--- src/rtl/vtc_pkg.sv ---
`timescale 1ns/1ps
package vtc_pkg;
   // origin of the trigger that started the current playback
   typedef enum logic {
      SRC_DIRECT = 1'b0,
      SRC_STEP   = 1'b1
   } vtc_src_e;
endpackage

--- src/rtl/vtc_debounce.sv ---
`timescale 1ns/1ps
module vtc_debounce #(
   parameter int W            = 9,
   parameter int DEB_TICKS    = 128,
   parameter int RETRIG_TICKS = 192
) (
   input  logic         clk,
   input  logic         rst_n,
   input  logic         tick,
   input  logic         long_win,
   input  logic [W-1:0] raw,
   output logic [W-1:0] stable
);
   localparam int CW = $clog2(RETRIG_TICKS + 1);

   logic [W-1:0]  cand;
   logic [CW-1:0] cnt;
   logic [CW-1:0] lim;

   generate
      if (RETRIG_TICKS == DEB_TICKS) begin : g_one_win
         assign lim = CW'(DEB_TICKS);
      end else begin : g_two_win
         assign lim = long_win ? CW'(RETRIG_TICKS) : CW'(DEB_TICKS);
      end
   endgenerate

   always_ff @(posedge clk) begin
      if (!rst_n) begin
         cand   <= '0;
         cnt    <= '0;
         stable <= '0;
      end else if (raw != cand) begin
         cand <= raw;
         cnt  <= '0;
      end else if (tick) begin
         if (cnt >= lim - CW'(1)) stable <= cand;
         else                     cnt    <= cnt + CW'(1);
      end
   end


   tick_paced_chk: assert property (@(posedge clk) disable iff (!rst_n)
      (stable != $past(stable)) |-> $past(tick));
endmodule

--- src/rtl/vtc_keydec.sv ---
`timescale 1ns/1ps
module vtc_keydec #(
   parameter int N_KEYS   = 8,
   parameter int N_GROUPS = 32
) (
   input  logic                         clk,
   input  logic                         rst_n,
   input  logic [N_KEYS-1:0]            keys,
   input  logic [N_GROUPS*N_KEYS-1:0]   key_map,
   output logic                         hit,
   output logic [$clog2(N_GROUPS)-1:0]  grp
);
   localparam int GW = $clog2(N_GROUPS);

   logic [N_GROUPS-1:0] eq;

   generate
      for (genvar g = 0; g < N_GROUPS; g++) begin : g_cmp
         assign eq[g] = (|keys) && (key_map[g*N_KEYS +: N_KEYS] == keys);
      end
   endgenerate

   always_comb begin
      hit = |eq;
      grp = '0;
      for (int g = N_GROUPS - 1; g >= 0; g--) begin
         if (eq[g]) grp = GW'(g);
      end
   end


   zero_nomatch_chk: assert property (@(posedge clk) disable iff (!rst_n)
      (keys == '0) |-> !hit);
endmodule

--- src/rtl/vtc_ctrl.sv ---
`timescale 1ns/1ps
module vtc_ctrl
   import vtc_pkg::*;
#(
   parameter int N_KEYS   = 8,
   parameter int N_GROUPS = 32
) (
   input  logic                         clk,
   input  logic                         rst_n,
   input  logic                         stop_req,
   input  logic                         cpu_mode,
   input  logic [N_KEYS-1:0]            db_keys,
   input  logic                         db_sbt,
   input  logic                         hit,
   input  logic [$clog2(N_GROUPS)-1:0]  hit_grp,
   input  logic [N_GROUPS-1:0]          opt_edge,
   input  logic [N_GROUPS-1:0]          opt_hold,
   input  logic [N_GROUPS-1:0]          opt_retrig,
   input  logic [$clog2(N_GROUPS)-1:0]  seq_last,
   input  logic                         play_done,
   output logic                         playing,
   output logic                         start_o,
   output logic [$clog2(N_GROUPS)-1:0]  group_o,
   output logic                         stop_o
);
   localparam int GW = $clog2(N_GROUPS);

   logic [N_KEYS-1:0] k_prev;
   logic              s_prev;
   logic [GW-1:0]     cur_grp, seq_ptr, trig_grp;
   vtc_src_e          cur_src, trig_src;
   logic              key_new, sbt_rise, trig, active;

   always_comb begin
      key_new  = !cpu_mode && hit && (db_keys != k_prev);
      sbt_rise = db_sbt && !s_prev;
      trig     = key_new || sbt_rise;
      trig_src = (!cpu_mode && !key_new) ? SRC_STEP : SRC_DIRECT;
      if (cpu_mode)     trig_grp = db_keys[GW-1:0];
      else if (key_new) trig_grp = hit_grp;
      else              trig_grp = seq_ptr;
      if (cpu_mode || cur_src == SRC_STEP) active = db_sbt;
      else                                 active = hit && (hit_grp == cur_grp);
   end

   always_ff @(posedge clk) begin
      if (!rst_n) begin
         k_prev  <= '0;
         s_prev  <= 1'b0;
         playing <= 1'b0;
         cur_grp <= '0;
         cur_src <= SRC_DIRECT;
         seq_ptr <= '0;
         start_o <= 1'b0;
         group_o <= '0;
         stop_o  <= 1'b0;
      end else begin
         k_prev  <= db_keys;
         s_prev  <= db_sbt;
         start_o <= 1'b0;
         stop_o  <= 1'b0;
         if (stop_req) begin
            stop_o  <= playing;
            playing <= 1'b0;
            seq_ptr <= '0;
         end else if (trig && (!playing || opt_retrig[cur_grp])) begin
            start_o <= 1'b1;
            group_o <= trig_grp;
            cur_grp <= trig_grp;
            cur_src <= trig_src;
            playing <= 1'b1;
            if (trig_src == SRC_STEP)
               seq_ptr <= (seq_ptr >= seq_last) ? '0 : seq_ptr + GW'(1);
         end else if (playing && opt_hold[cur_grp] && !active) begin
            stop_o  <= 1'b1;
            playing <= 1'b0;
         end else if (playing && play_done) begin
            if (!opt_edge[cur_grp] && !opt_hold[cur_grp] && active) begin
               start_o <= 1'b1;
               group_o <= cur_grp;
            end else begin
               playing <= 1'b0;
            end
         end
      end
   end


   pulse_excl_chk: assert property (@(posedge clk) disable iff (!rst_n)
      !(start_o && stop_o));

   stop_blocks_start_chk: assert property (@(posedge clk) disable iff (!rst_n)
      stop_req |=> !start_o);

   no_retrig_chk: assert property (@(posedge clk) disable iff (!rst_n)
      (start_o && $past(playing) && !$past(play_done)) |-> $past(opt_retrig[cur_grp]));

   release_stop_chk: assert property (@(posedge clk) disable iff (!rst_n)
      ($fell(playing) && !$past(stop_req) && !$past(play_done)) |-> stop_o);
endmodule

--- src/rtl/voice_trig_ctrl.sv ---
`timescale 1ns/1ps
module voice_trig_ctrl #(
   parameter int N_KEYS       = 8,
   parameter int N_GROUPS     = 32,
   parameter int DEB_TICKS    = 128,
   parameter int RETRIG_TICKS = 192
) (
   input  logic                         clk,
   input  logic                         rst_n,
   input  logic                         tick,
   input  logic                         stop_req,
   input  logic                         cpu_mode,
   input  logic [N_KEYS-1:0]            keys,
   input  logic                         sbt,
   input  logic [N_GROUPS*N_KEYS-1:0]   key_map,
   input  logic [N_GROUPS-1:0]          opt_edge,
   input  logic [N_GROUPS-1:0]          opt_hold,
   input  logic [N_GROUPS-1:0]          opt_retrig,
   input  logic [$clog2(N_GROUPS)-1:0]  seq_last,
   input  logic                         play_done,
   output logic                         start_o,
   output logic [$clog2(N_GROUPS)-1:0]  group_o,
   output logic                         stop_o
);
   localparam int GW = $clog2(N_GROUPS);

   generate
      if (N_KEYS < GW) begin : g_bad_keys
         $error("N_KEYS too narrow for a CPU group address");
      end
      if (DEB_TICKS < 1 || RETRIG_TICKS < DEB_TICKS) begin : g_bad_win
         $error("debounce windows must satisfy 1 <= DEB_TICKS <= RETRIG_TICKS");
      end
   endgenerate

   logic [N_KEYS:0]   db_vec;
   logic              playing, hit;
   logic [GW-1:0]     hit_grp;

   vtc_debounce #(.W(N_KEYS + 1), .DEB_TICKS(DEB_TICKS), .RETRIG_TICKS(RETRIG_TICKS)) u_deb (
      .clk(clk), .rst_n(rst_n), .tick(tick), .long_win(playing),
      .raw({sbt, keys}), .stable(db_vec));

   vtc_keydec #(.N_KEYS(N_KEYS), .N_GROUPS(N_GROUPS)) u_dec (
      .clk(clk), .rst_n(rst_n), .keys(db_vec[N_KEYS-1:0]), .key_map(key_map),
      .hit(hit), .grp(hit_grp));

   vtc_ctrl #(.N_KEYS(N_KEYS), .N_GROUPS(N_GROUPS)) u_ctrl (
      .clk(clk), .rst_n(rst_n), .stop_req(stop_req), .cpu_mode(cpu_mode),
      .db_keys(db_vec[N_KEYS-1:0]), .db_sbt(db_vec[N_KEYS]),
      .hit(hit), .hit_grp(hit_grp),
      .opt_edge(opt_edge), .opt_hold(opt_hold), .opt_retrig(opt_retrig),
      .seq_last(seq_last), .play_done(play_done), .playing(playing),
      .start_o(start_o), .group_o(group_o), .stop_o(stop_o));
endmodule

--- config.mk ---
export PLATFORM = sky130hd
export DESIGN_NAME = voice_trig_ctrl
export DESIGN_NICKNAME = d
export VERILOG_FILES = /design/src/rtl/vtc_pkg.sv /design/src/rtl/vtc_debounce.sv /design/src/rtl/vtc_keydec.sv /design/src/rtl/vtc_ctrl.sv /design/src/rtl/voice_trig_ctrl.sv
export SDC_FILE = /design/constraint.sdc
export NUM_CORES = 1
export LEC_CHECK = 0
export ABC_AREA = 1
export BUFFER_PORTS_ARGS = -buffer_cell sky130_fd_sc_hd__buf_2
export CORE_AREA = 2 2 148 150
export DETAILED_ROUTE_END_ITERATION = 12
export DIE_AREA = 0 0 150 152
export PLACE_DENSITY = 0.63
export SETUP_SLACK_MARGIN = 0.3
export SLEW_MARGIN = 20
export SYNTH_ARGS = -nofsm -noshare
export SYNTH_HDL_FRONTEND = slang
export SYNTH_SLANG_ARGS = --single-unit
--- constraint.sdc ---
create_clock -name clk -period 9.17 [get_ports clk]
set_clock_uncertainty 0.2 [all_clocks]
set_input_delay 2.751 -clock clk [delete_from_list [all_inputs] [get_ports clk]]
set_output_delay 2.751 -clock clk [all_outputs]
set_load 0.05 [all_outputs]
==> results of run 1 <==
-- cells in the final DEF (no fill, tap or decap), types with 2 or more instances in the layout --
cell type | Yosys | routed
buf_2 | 5 | 378
nand2_1 | 187 | 187
xor2_1 | 147 | 147
nor2_1 | 133 | 133
inv_1 | 95 | 95
xnor2_1 | 90 | 90
o21ai_0 | 76 | 76
dfxtp_1 | 54 | 46
nand4_1 | 34 | 34
a21oi_1 | 32 | 32
nand3_1 | 25 | 25
nor3b_1 | 25 | 25
nor4_1 | 23 | 23
o221ai_1 | 22 | 22
buf_4 | 3 | 12
nor3_1 | 10 | 10
ha_1 | 9 | 9
nand2_2 | 8 | 8
nor4_2 | 8 | 8
dfxtp_2 | 0 | 8
inv_2 | 7 | 7
o22ai_1 | 6 | 6
clkbuf_16 | 0 | 5
o21a_1 | 4 | 4
or2_2 | 4 | 4
nor2_2 | 4 | 4
nand3_2 | 3 | 3
clkinv_1 | 3 | 3
o21ai_1 | 2 | 2
o31ai_1 | 2 | 2
a31oi_1 | 2 | 2
o211ai_1 | 2 | 2
nand2_4 | 2 | 2
clkinv_2 | 1 | 2
or2_1 | 2 | 2
o2111ai_2 | 2 | 2
-- cell usage after synthesis, types with 3 or more instances --
cell	n	share of area [%]
nand2_1	187	9.3
xor2_1	147	17
nor2_1	133	6.7
inv_1	95	4.7
xnor2_1	90	11
o21ai_0	76	5.1
dfxtp_1	54	14
nand4_1	34	2.8
a21oi_1	32	2.1
nand3_1	25	1.7
nor3b_1	25	2.5
nor4_1	23	1.9
o221ai_1	22	2.6
clkbuf_1	16	0.80
buf_6	15	2.2
nor3_1	10	0.67
buf_12	9	2.4
ha_1	9	1.5
buf_8	8	1.6
nand2_2	8	0.67
nor4_2	8	1.3
inv_2	7	0.35
o22ai_1	6	0.50
buf_2	5	0.33
nor2_2	4	0.33
o21a_1	4	0.40
or2_2	4	0.33
buf_4	3	0.30
clkinv_1	3	0.15
nand3_2	3	0.40
-- how the worst max path moves through the flow --
stage,from,end
final,key_map[242],u_ctrl.group_o[2]
after global routing,key_map[242],u_ctrl.group_o[3]
after CTS,key_map[242],u_ctrl.group_o[2]
after detailed placement,key_map[242],u_ctrl.group_o[3]
after global placement,key_map[242],u_ctrl.group_o[2]
after floorplan,key_map[225],u_ctrl.group_o[2]
-- per-layer routing --
metal | global-route usage [%] | vias up | share of wire, %
met2 | 43.23 | 294 | 49
met5 | 0 | - | 0
li1 | - | 4259 | -
met3 | 3.393 | 35 | 6.1
met4 | 5.840 | 0 | 2.1
met1 | 30.52 | 3776 | 43
-- worst reg2reg max path, delay by kind of cell, from the launching register on --
kind	cells	cell delay (ns)
and+or+nand+nor	41	3.00
buffers and inverters	2	0.77
DFF	1	0.46
-- area by class of cell --
type	instances	area (um2)	share of cell area (%)
multi-input combinational	880	5436	57.61
timing repair buffer	390	1982	21.00
sequential	54	1091	11.56
inverter	107	405.4	4.296
tap	280	350.3	3.713
clock buffer	5	125.1	1.326
clock inverter	3	43.79	0.4641
antenna	1	2.502	0.02652
-- registers in the layout, indices dropped and copies added (netlist names), 5 cells and up --
signal          count
u_deb.cand          9
u_ctrl.cur_grp      5
u_ctrl.group_o      5
u_deb.stable        9
u_deb.cnt           8
u_ctrl.seq_ptr      5
u_ctrl.k_prev       8
-- power breakdown --
part | leakage [nW] | switching (mW) | internal [mW] | total, mW
Combinational | 4.51 | 0.0755 | 0.0965 | 0.172
Clock | 0.0842 | 0.0862 | 0.129 | 0.216
Sequential | 0.442 | 0.00136 | 0.237 | 0.238
Total | 5.04 | 0.163 | 0.462 | 0.626
-- logic make-up (layout without fill, tap and decap cells) --
group / after synthesis / count (layout) / share of synthesized area (%)
buf+inv: 165 / 505 / 13.18
other cells: 0 / 1 / 0
fa+ha+maj: 9 / 9 / 1.500
simple gates: 475 / 475 / 30.30
xor+xnor: 238 / 238 / 27.87
flops: 54 / 54 / 14.40
compound gates: 158 / 158 / 12.75
-- stage by stage --
| step | setup WS (ns) | total power [mW] |
|---|---|---|
| 3_5_place_dp | 2.996 | 0.4145 |
| 2_1_floorplan | 3.795 | 0.3126 |
| 5_1_grt | 2.760 | 0.6583 |
| 3_3_place_gp | 2.934 | 0.4122 |
| 6_report | 3.342 | 0.6255 |
| 4_1_cts | 3.298 | 0.6325 |
==> summary.txt, run 1 <==
Timing
  • Setup TNS: 0 ns
  • Rel. slew slack: between 50% and 60%
  • Post-route minimum period: 5.828 ns
  • Hold slack: 0.2594 ns
  • Final setup fails: 0
  • Actual slew at the worst max-slew pin: roughly 0.71 ns
  • Period utilisation layout: 63.56%
  • Final slew viol count: 0
  • Fin. Hold Viols: 0
  • Peak Freq: 171.6 MHz
  • RSZ-0062 raised after global routing: false

Synth
  • Register area share after synthesis: 14.40%
  • YS warnings: 0
  • Syn Area/Cell: 6.831 um2
  • Synth unique cells: 56
  • Seq cells post-synth: 54
  • EDFF count, synth: 0
  • Post-Syn Instances: approximately 1.1k
  • FFs w/ async S/R, synth: 0%
  • Syn_nets: 1480
  • Post-Synthesis Cell Area: 7507 um2
  • Synth Flop Type: dfxtp_1

Run
  • Total of max-cap violations: 0

Placed design
  • Buffers on Ports: between 300 and 400
  • DP Area: 9265 um2
  • DP Cell Count: 1711
  • DP Wirelength: between 20 and 25 mm
  • Final GP Congestion: 0.9347

Clocking
  • CTS sink cnt: 54
  • Postcts setup bufs: 0
  • Clk_lat worst skew: 0.30 ns
  • Worst-path clk slew: 0.07 ns
  • TritonCTS Buffers: 5
  • CTS tree: built
  • CTS H-tree lvls: 2
  • Cell chosen for the clock root: clkbuf_16
  • Cts repair resizes: 0
  • Maximum clock insertion buffer count: 2
  • Hold_buf cts: 0

GRT
  • Initial antenna violation count: 1
  • Total gr overflow: 0
  • First-pass GRT wire length: between 40 and 50 mm
  • Largest net degree at the start of global routing: 50
  • Vias in the first global route: 8183
  • Total track usage: 24.25%

Critical path
  • CP Max Fanout: 7
  • WP buf/inv: 1
  • CP arrival: 5.82 ns
  • R2R depth: 43
  • WP data required: 9.16 ns
  • WP depth: 45
  • R2R Setup Slk: around 4.7 ns
  • CP Launch Type: primary input
  • Crit-path max cell delay: roughly 0.21 ns
  • Most used cell, CP: nand2_1
  • Worst path slowest cell: xnor2_1
  • CP Capture Type: flip-flop
  • Kind of critical path: in -> reg
  • RR Startpoint: u_deb.stable[1]
  • CP top delay family: simple AND/OR/NAND/NOR gates
  • Reg2reg end: u_ctrl.group_o[2]

Power and ir drop
  • Leak pwr: slightly above 5 nW
  • PD cells: 66.29 nW/um2
  • Peak VDD IR: 0.06748 mV

Route
  • WL final: just under 30 mm
  • Post-DRT Antenna Nets: 0
  • Drt drc: 0
  • Initial DRC Count: 454
  • WL per Instance: 16.76 um
  • Via count: 8364
  • DRT Pass-1 Iters: 5
  • Vias per cell: 4.863

Finish
  • Area Overhead vs Synth: 25.70%
  • Post-layout util: 44.20%
  • Final Non-Filler Cells: 1720
  • Design area: ~9400 um2
  • Final nets: 1819
  • Fillcell total: 2285
  • Share of post-route cells with drive strength above 1: a little under a third

Floorplan
  • Initial Util: 35.16%
  • Height of the die: between 150 and 200 um
  • Die ar.: 22800 um2
  • Die W: roughly 150 um
  • I/O Pins: 379
  • Row cnt: 54
  • Core Region: 21350 um2

Outcome
  • Status: finished, final reports clean

Worst hold path
  • Hold WC Path Type: reg -> reg
  • Worst Hold End: u_ctrl.s_prev
  • Hold Crit Start: u_deb.stable[8]
  • Hold Path Stages: 2
Power figures use the tool's default switching activity.
==> run 2, diff against run 1 <==
- clock period: 9.17 -> 5.7 ns (I/O delays scaled with it)
==> run 2 against run 1 <==
  * Largest cell class unchanged
  * Die area unchanged
  * Cell count increased by 0.12%
  * Clock-buffer cell count is 1 higher
  * Sequential power rose by 61%
  * Total power rose by 60%
  * Clock power up 59%
  * Setup slack lost 2.5 ns
  * Global-route usage shrank 0.21 points
  * Worst hold slack better by 0.00072 ns
==> summary.txt, run 2 (same netlist as run 1, synthesis figures left out) <==
Finish
  • Most common cell after layout, fill and taps aside: buf_2
  • Fillcell total: 2268
  • Register Area: between 1000 and 1500 um2
  • Commonest cells after routing, fill and taps aside: buf_2 (378), nand2_1 (187), xor2_1 (147)
  • Final nets: 1821
  • Design area: 9449 um2
  • Area of the multi-input gates: 5436 um2
  • Area Overhead vs Synth: 25.87%
  • Share of post-route cells with drive strength above 1: 31.58%
  • Biggest regs: u_deb.cand (9), u_deb.stable (9)

GRT
  • Vias in the first global route: 7991
  • First-pass GRT wire length: approximately 43 mm
  • Initial antenna violation count: 1
  • Total gr overflow: 0
  • Largest net degree at the start of global routing: 52
  • Total track usage: 24.04%

Critical path
  • Kind of critical path: in -> reg
  • WP data required: 5.69 ns
  • RR Startpoint: u_deb.stable[5]
  • R2R depth: 42
  • CP Launch Type: primary input
  • Worst path slowest cell: xnor2_1
  • Crit-path max cell delay: 0.25 ns
  • CP Capture Type: flip-flop
  • R2R Setup Slk: 1.40 ns
  • Reg2reg end: u_ctrl.group_o[2]
  • CP arrival: 4.82 ns
  • Most used cell, CP: nand2_1
  • CP Max Fanout: 7

Floorplan
  • Height of the die: 152 um
  • Row cnt: 54
  • Initial Util: 35.16%
  • Die W: 150 um
  • I/O Pins: between 300 and 400
  • Die ar.: 22800 um2
  • Core Region: 21350 um2

Timing
  • Post-route minimum period: roughly 4.8 ns
  • Final worst slack: 0.8649 ns
  • Rel. slew slack: 46.01%
  • Actual slew at the worst max-slew pin: 0.8098 ns
  • Final slew viol count: 0
  • Fin. Hold Viols: 0
  • Period utilisation layout: between 80% and 90%
  • Peak Freq: 206.8 MHz
  • Final setup fails: 0
  • Setup TNS: 0 ns
  • RSZ-0062 raised after global routing: false

Clocking
  • CTS sink cnt: 54
  • Maximum clock insertion buffer count: 2
  • Cts repair resizes: 0
  • CTS tree: built
  • Cell chosen for the clock root: clkbuf_16
  • TritonCTS Buffers: 5
  • Hold_buf cts: 0
  • Worst-path clk slew: 0.07 ns
  • CTS H-tree lvls: 2
  • Postcts setup bufs: 0
  • Clk_lat worst skew: 0.29 ns

Run
  • Total of max-cap violations: 0

Route
  • Metal3 WL: 1.785 mm
  • Drt drc: 0
  • WL per Instance: around 17 um
  • DRT Pass-1 Iters: 5
  • WL met2: about 14 mm
  • Met1 WL: 12.49 mm
  • Post-DRT Antenna Nets: 0
  • Vias per cell: around 4.9
  • WL final: slightly below 30 mm
  • Top Metal Used: met4
  • Initial DRC Count: 544
  • Via count: 8374

Worst hold path
  • Hold Crit Start: u_deb.stable[8]
  • Hold WC Path Type: reg -> reg
  • Hold Path Stages: 2
  • Worst Hold End: u_ctrl.s_prev

Power and ir drop
  • Peak VDD IR: 0.1153 mV
  • P_sw: about 0.26 mW
  • Clock power frac: 34.2%
  • Leak pwr: between 5 and 6 nW
  • Sequential power share: 38.2%
  • Total Power: 1.002 mW
  • Net Sw Frac: 25.83%
  • Logic pwr share: 27.6%
  • Int Power: 0.7434 mW
  • PD cells: roughly 110 nW/um2

Outcome
  • Status: finished, final reports clean

Placed design
  • Final GP Congestion: 0.9296
  • Pre-CTS WS: 0.5108 ns
  • Buffers on Ports: 378
  • DP Area: 9280 um2
  • DP Wirelength: ~23 mm
run 2: power by group through the flow:
stage | clock, mW | combinational (mW) | sequential [mW]
6_report | 0.343 | 0.277 | 0.383
5_1_grt | 0.364 | 0.307 | 0.383
4_1_cts | 0.349 | 0.277 | 0.383
3_5_place_dp | 0 | 0.275 | 0.392
3_3_place_gp | 0 | 0.271 | 0.392
2_1_floorplan | 0 | 0.111 | 0.392
run 2: final cells by class:
| cell class | count | area share [%] |
|---|---|---|
| clock buffers | 6 | 1.364 |
| diodes | 1 | 0.02648 |
| flip-flops and latches | 54 | 11.55 |
| clock inverters | 2 | 0.3972 |
| repair buffers | 392 | 21.13 |
| well taps | 280 | 3.708 |
| inverters | 107 | 4.290 |
| multi-input cells | 880 | 57.53 |
run 2: metal layers:
metal,global-route usage (%),vias to the layer above
li1,-,4268
met1,31.09,3755
met2,41.94,311
met3,3.333,40
met4,5.660,0
met5,0,-
run 2: how the worst max path moves through the flow:
stage	cells after the start	end	slack (ns)	from
2_1_floorplan	42	u_ctrl.group_o[2]	1.37	key_map[225]
3_3_place_gp	45	u_ctrl.group_o[2]	0.52	key_map[242]
3_5_place_dp	45	u_ctrl.group_o[2]	0.51	key_map[242]
4_1_cts	45	u_ctrl.group_o[2]	0.81	key_map[242]
5_1_grt	47	u_ctrl.group_o[4]	0.32	key_map[241]
6_report	45	u_ctrl.group_o[2]	0.86	key_map[242]
run 2: metrics by stage:
stage	instances	hold WS (ns)	utilization, %
after global routing	1722	0.2905	44.26
after CTS	1721	0.2557	44.25
after global placement	1713	0.2464	43.47
final	1722	0.2601	44.26
after detailed placement	1713	0.2447	43.47
after floorplan	1099	0.2167	-
run 2: worst max-delay path: cells and delay by family:
family | cells | cell delay [ns]
buffers and inverters | 1 | 0.10
xor gates and xnor gates | 1 | 0.25
and+or+nand+nor | 43 | 2.75
==> run 3, diff against run 2 <==
- clock period: 5.7 -> 4.8 ns (I/O delays scaled with it)
==> run 3 against run 2 <==
  * Sequential power grew 19%
  * Combinational power increased by 23%
  * Non-clock buffer count grew 18
  * Die area unchanged
==> summary.txt, run 3 (same netlist as run 1, synthesis figures left out) <==
Outcome
  • Status: finished, final reports clean

Timing
  • Final worst slack: 0.3974 ns
  • Setup TNS: 0 ns
  • Post-route minimum period: 4.403 ns
  • Peak Freq: 227.1 MHz
  • Final setup fails: 0
  • Rel. slew slack: 46.88%
  • Fin. Hold Viols: 0
  • RSZ-0062 raised after global routing: true
  • Hold slack: 0.2507 ns
  • Final slew viol count: 0
  • Period utilisation layout: between 90% and 100%
  • Actual slew at the worst max-slew pin: around 0.8 ns

Route
  • Vias per cell: 4.884
  • DRT Pass-1 Iters: 5
  • Initial DRC Count: 603
  • WL per Instance: 16.85 um
  • Via count: ~8.5k
  • Post-DRT Antenna Nets: 0
  • Drt drc: 0
  • WL final: 29.34 mm

Placed design
  • DP Area: 9420 um2
  • DP Cell Count: 1730
  • DP Wirelength: ~24 mm
  • Final GP Congestion: roughly 0.96
  • Pre-CTS WS: 0.001839 ns
  • Buffers on Ports: 378

Power and ir drop
  • Logic pwr share: roughly 30%
  • Sequential power share: between 30% and 40%
  • Clock power frac: 31.4%
  • P_sw: a little over 0.3 mW
  • Int Power: 0.8504 mW
  • PD cells: approximately 120 nW/um2
  • Leak pwr: 5.174 nW
  • Net Sw Frac: approximately a quarter
  • Peak VDD IR: 0.1593 mV
  • Total Power: 1.160 mW

Floorplan
  • I/O Pins: between 300 and 400
  • Core Region: 21350 um2
  • Die W: 150 um
  • Initial Util: 35.16%
  • Height of the die: about 150 um
  • Die ar.: roughly 23000 um2
  • Row cnt: 54

Clocking
  • CTS tree: built
  • Hold_buf cts: 0
  • Cell chosen for the clock root: clkbuf_16
  • CTS H-tree lvls: 2
  • CTS sink cnt: 54
  • Worst-path clk slew: 0.07 ns
  • Clk_lat worst skew: roughly 0.28 ns
  • TritonCTS Buffers: 5
  • Maximum clock insertion buffer count: 2

Worst hold path
  • Hold WC Path Type: reg -> reg

Finish
  • Final Non-Filler Cells: 1741
  • Most common cell after layout, fill and taps aside: buf_2
  • Share of post-route cells with drive strength above 1: about a third
  • Post-layout util: 45.74%
  • Area Overhead vs Synth: 30.08%
  • Fillcell total: 2273
  • Commonest cells after routing, fill and taps aside: buf_2 (372), nand2_1 (177), xor2_1 (147)
  • Final nets: 1839
  • Biggest regs: u_deb.cand (9), u_deb.stable (9)
  • Design area: 9766 um2

Critical path
  • WP buf/inv: 1
  • Crit-path max cell delay: 0.36 ns
  • Most used cell, CP: nand2_1
  • CP top delay family: simple AND/OR/NAND/NOR gates
  • CP arrival: 4.42 ns
  • WP data required: 4.82 ns
  • CP Max Fanout: 7
  • Kind of critical path: in -> reg
  • CP Launch Type: primary input
  • Worst path slowest cell: nor4_2
  • CP Capture Type: flip-flop

Run
  • Total of max-cap violations: 0

GRT
  • First-pass GRT wire length: 44.08 mm
  • Largest net degree at the start of global routing: 51
  • Vias in the first global route: between 8k and 9k
  • Total track usage: 24.45%
  • Initial antenna violation count: 2
  • Total gr overflow: 0
run 3: cell types whose count changed in the layout (fill, tap and decap cells not counted), sizes merged:
cell and delta:
bufinv -1, inv +1, diode +1, buf +18
run 3: area by class of cell:
class | count | area, um2 | area share [%]
antenna | 2 | 5.005 | 0.05125
clock inverter | 2 | 12.51 | 0.1281
sequential | 54 | 1091 | 11.17
multi-input combinational | 880 | 5580 | 57.14
timing repair buffer | 410 | 2182 | 22.34
clock buffer | 6 | 138.9 | 1.422
tap | 280 | 350.3 | 3.587
inverter | 107 | 405.4 | 4.151
run 3: path summary, 6_finish.rpt:
path	startpoint	slack (ns)	cells after the start	endpoint
max	key_map[205]	0.40	39	u_ctrl.group_o[2]
min	u_deb.stable[8]	0.25	2	u_ctrl.s_prev
max reg2reg	u_deb.stable[3]	0.62	22	u_ctrl.group_o[2]
min reg2reg	u_deb.stable[8]	0.25	2	u_ctrl.s_prev
run 3: per-layer routing:
metal	global-route usage (%)	vias to the layer above	wire length [um]
li1	-	4305	-
met5	0	-	0
met3	2.943	36	1819
met4	5.436	0	524
met1	32.08	3871	12590
met2	42.60	291	14410
run 3: what timing repair did:
| action | in CTS | in global routing |
|---|---|---|
| setup buffers | 0 | 1 |
| gates resized for setup | 0 | 40 |
| endpoints found under the setup margin | 0 | 14 |
run 3: power groups by stage:
stage | clock network, mW | registers [mW] | logic, mW
global placement | 0 | 0.465 | 0.323
CTS | 0.373 | 0.455 | 0.330
finish | 0.364 | 0.455 | 0.341
global route | 0.389 | 0.455 | 0.375
floorplan | 0 | 0.466 | 0.131
detailed placement | 0 | 0.465 | 0.328
run 3: worst register-to-register path: stages, from the launching register on:
cell and delay, ns:
dfxtp_2 0.68, buf_4 0.50, xor2_1 0.15, nor3b_1 0.38, nand4_4 0.20, and2_1 0.22, and3_1 0.15, and2_4 0.14
nand2_2 0.08, inv_2 0.05, nand2_2 0.07, nand3_2 0.07, a221oi_2 0.17, o21ai_1 0.11, nor4_2 0.30, nand3_2 0.12
nand2_2 0.07, nand2_2 0.06, nand2_4 0.11, nand2_4 0.08, nand2_1 0.06, nand2_1 0.04, nor2_1 0.11
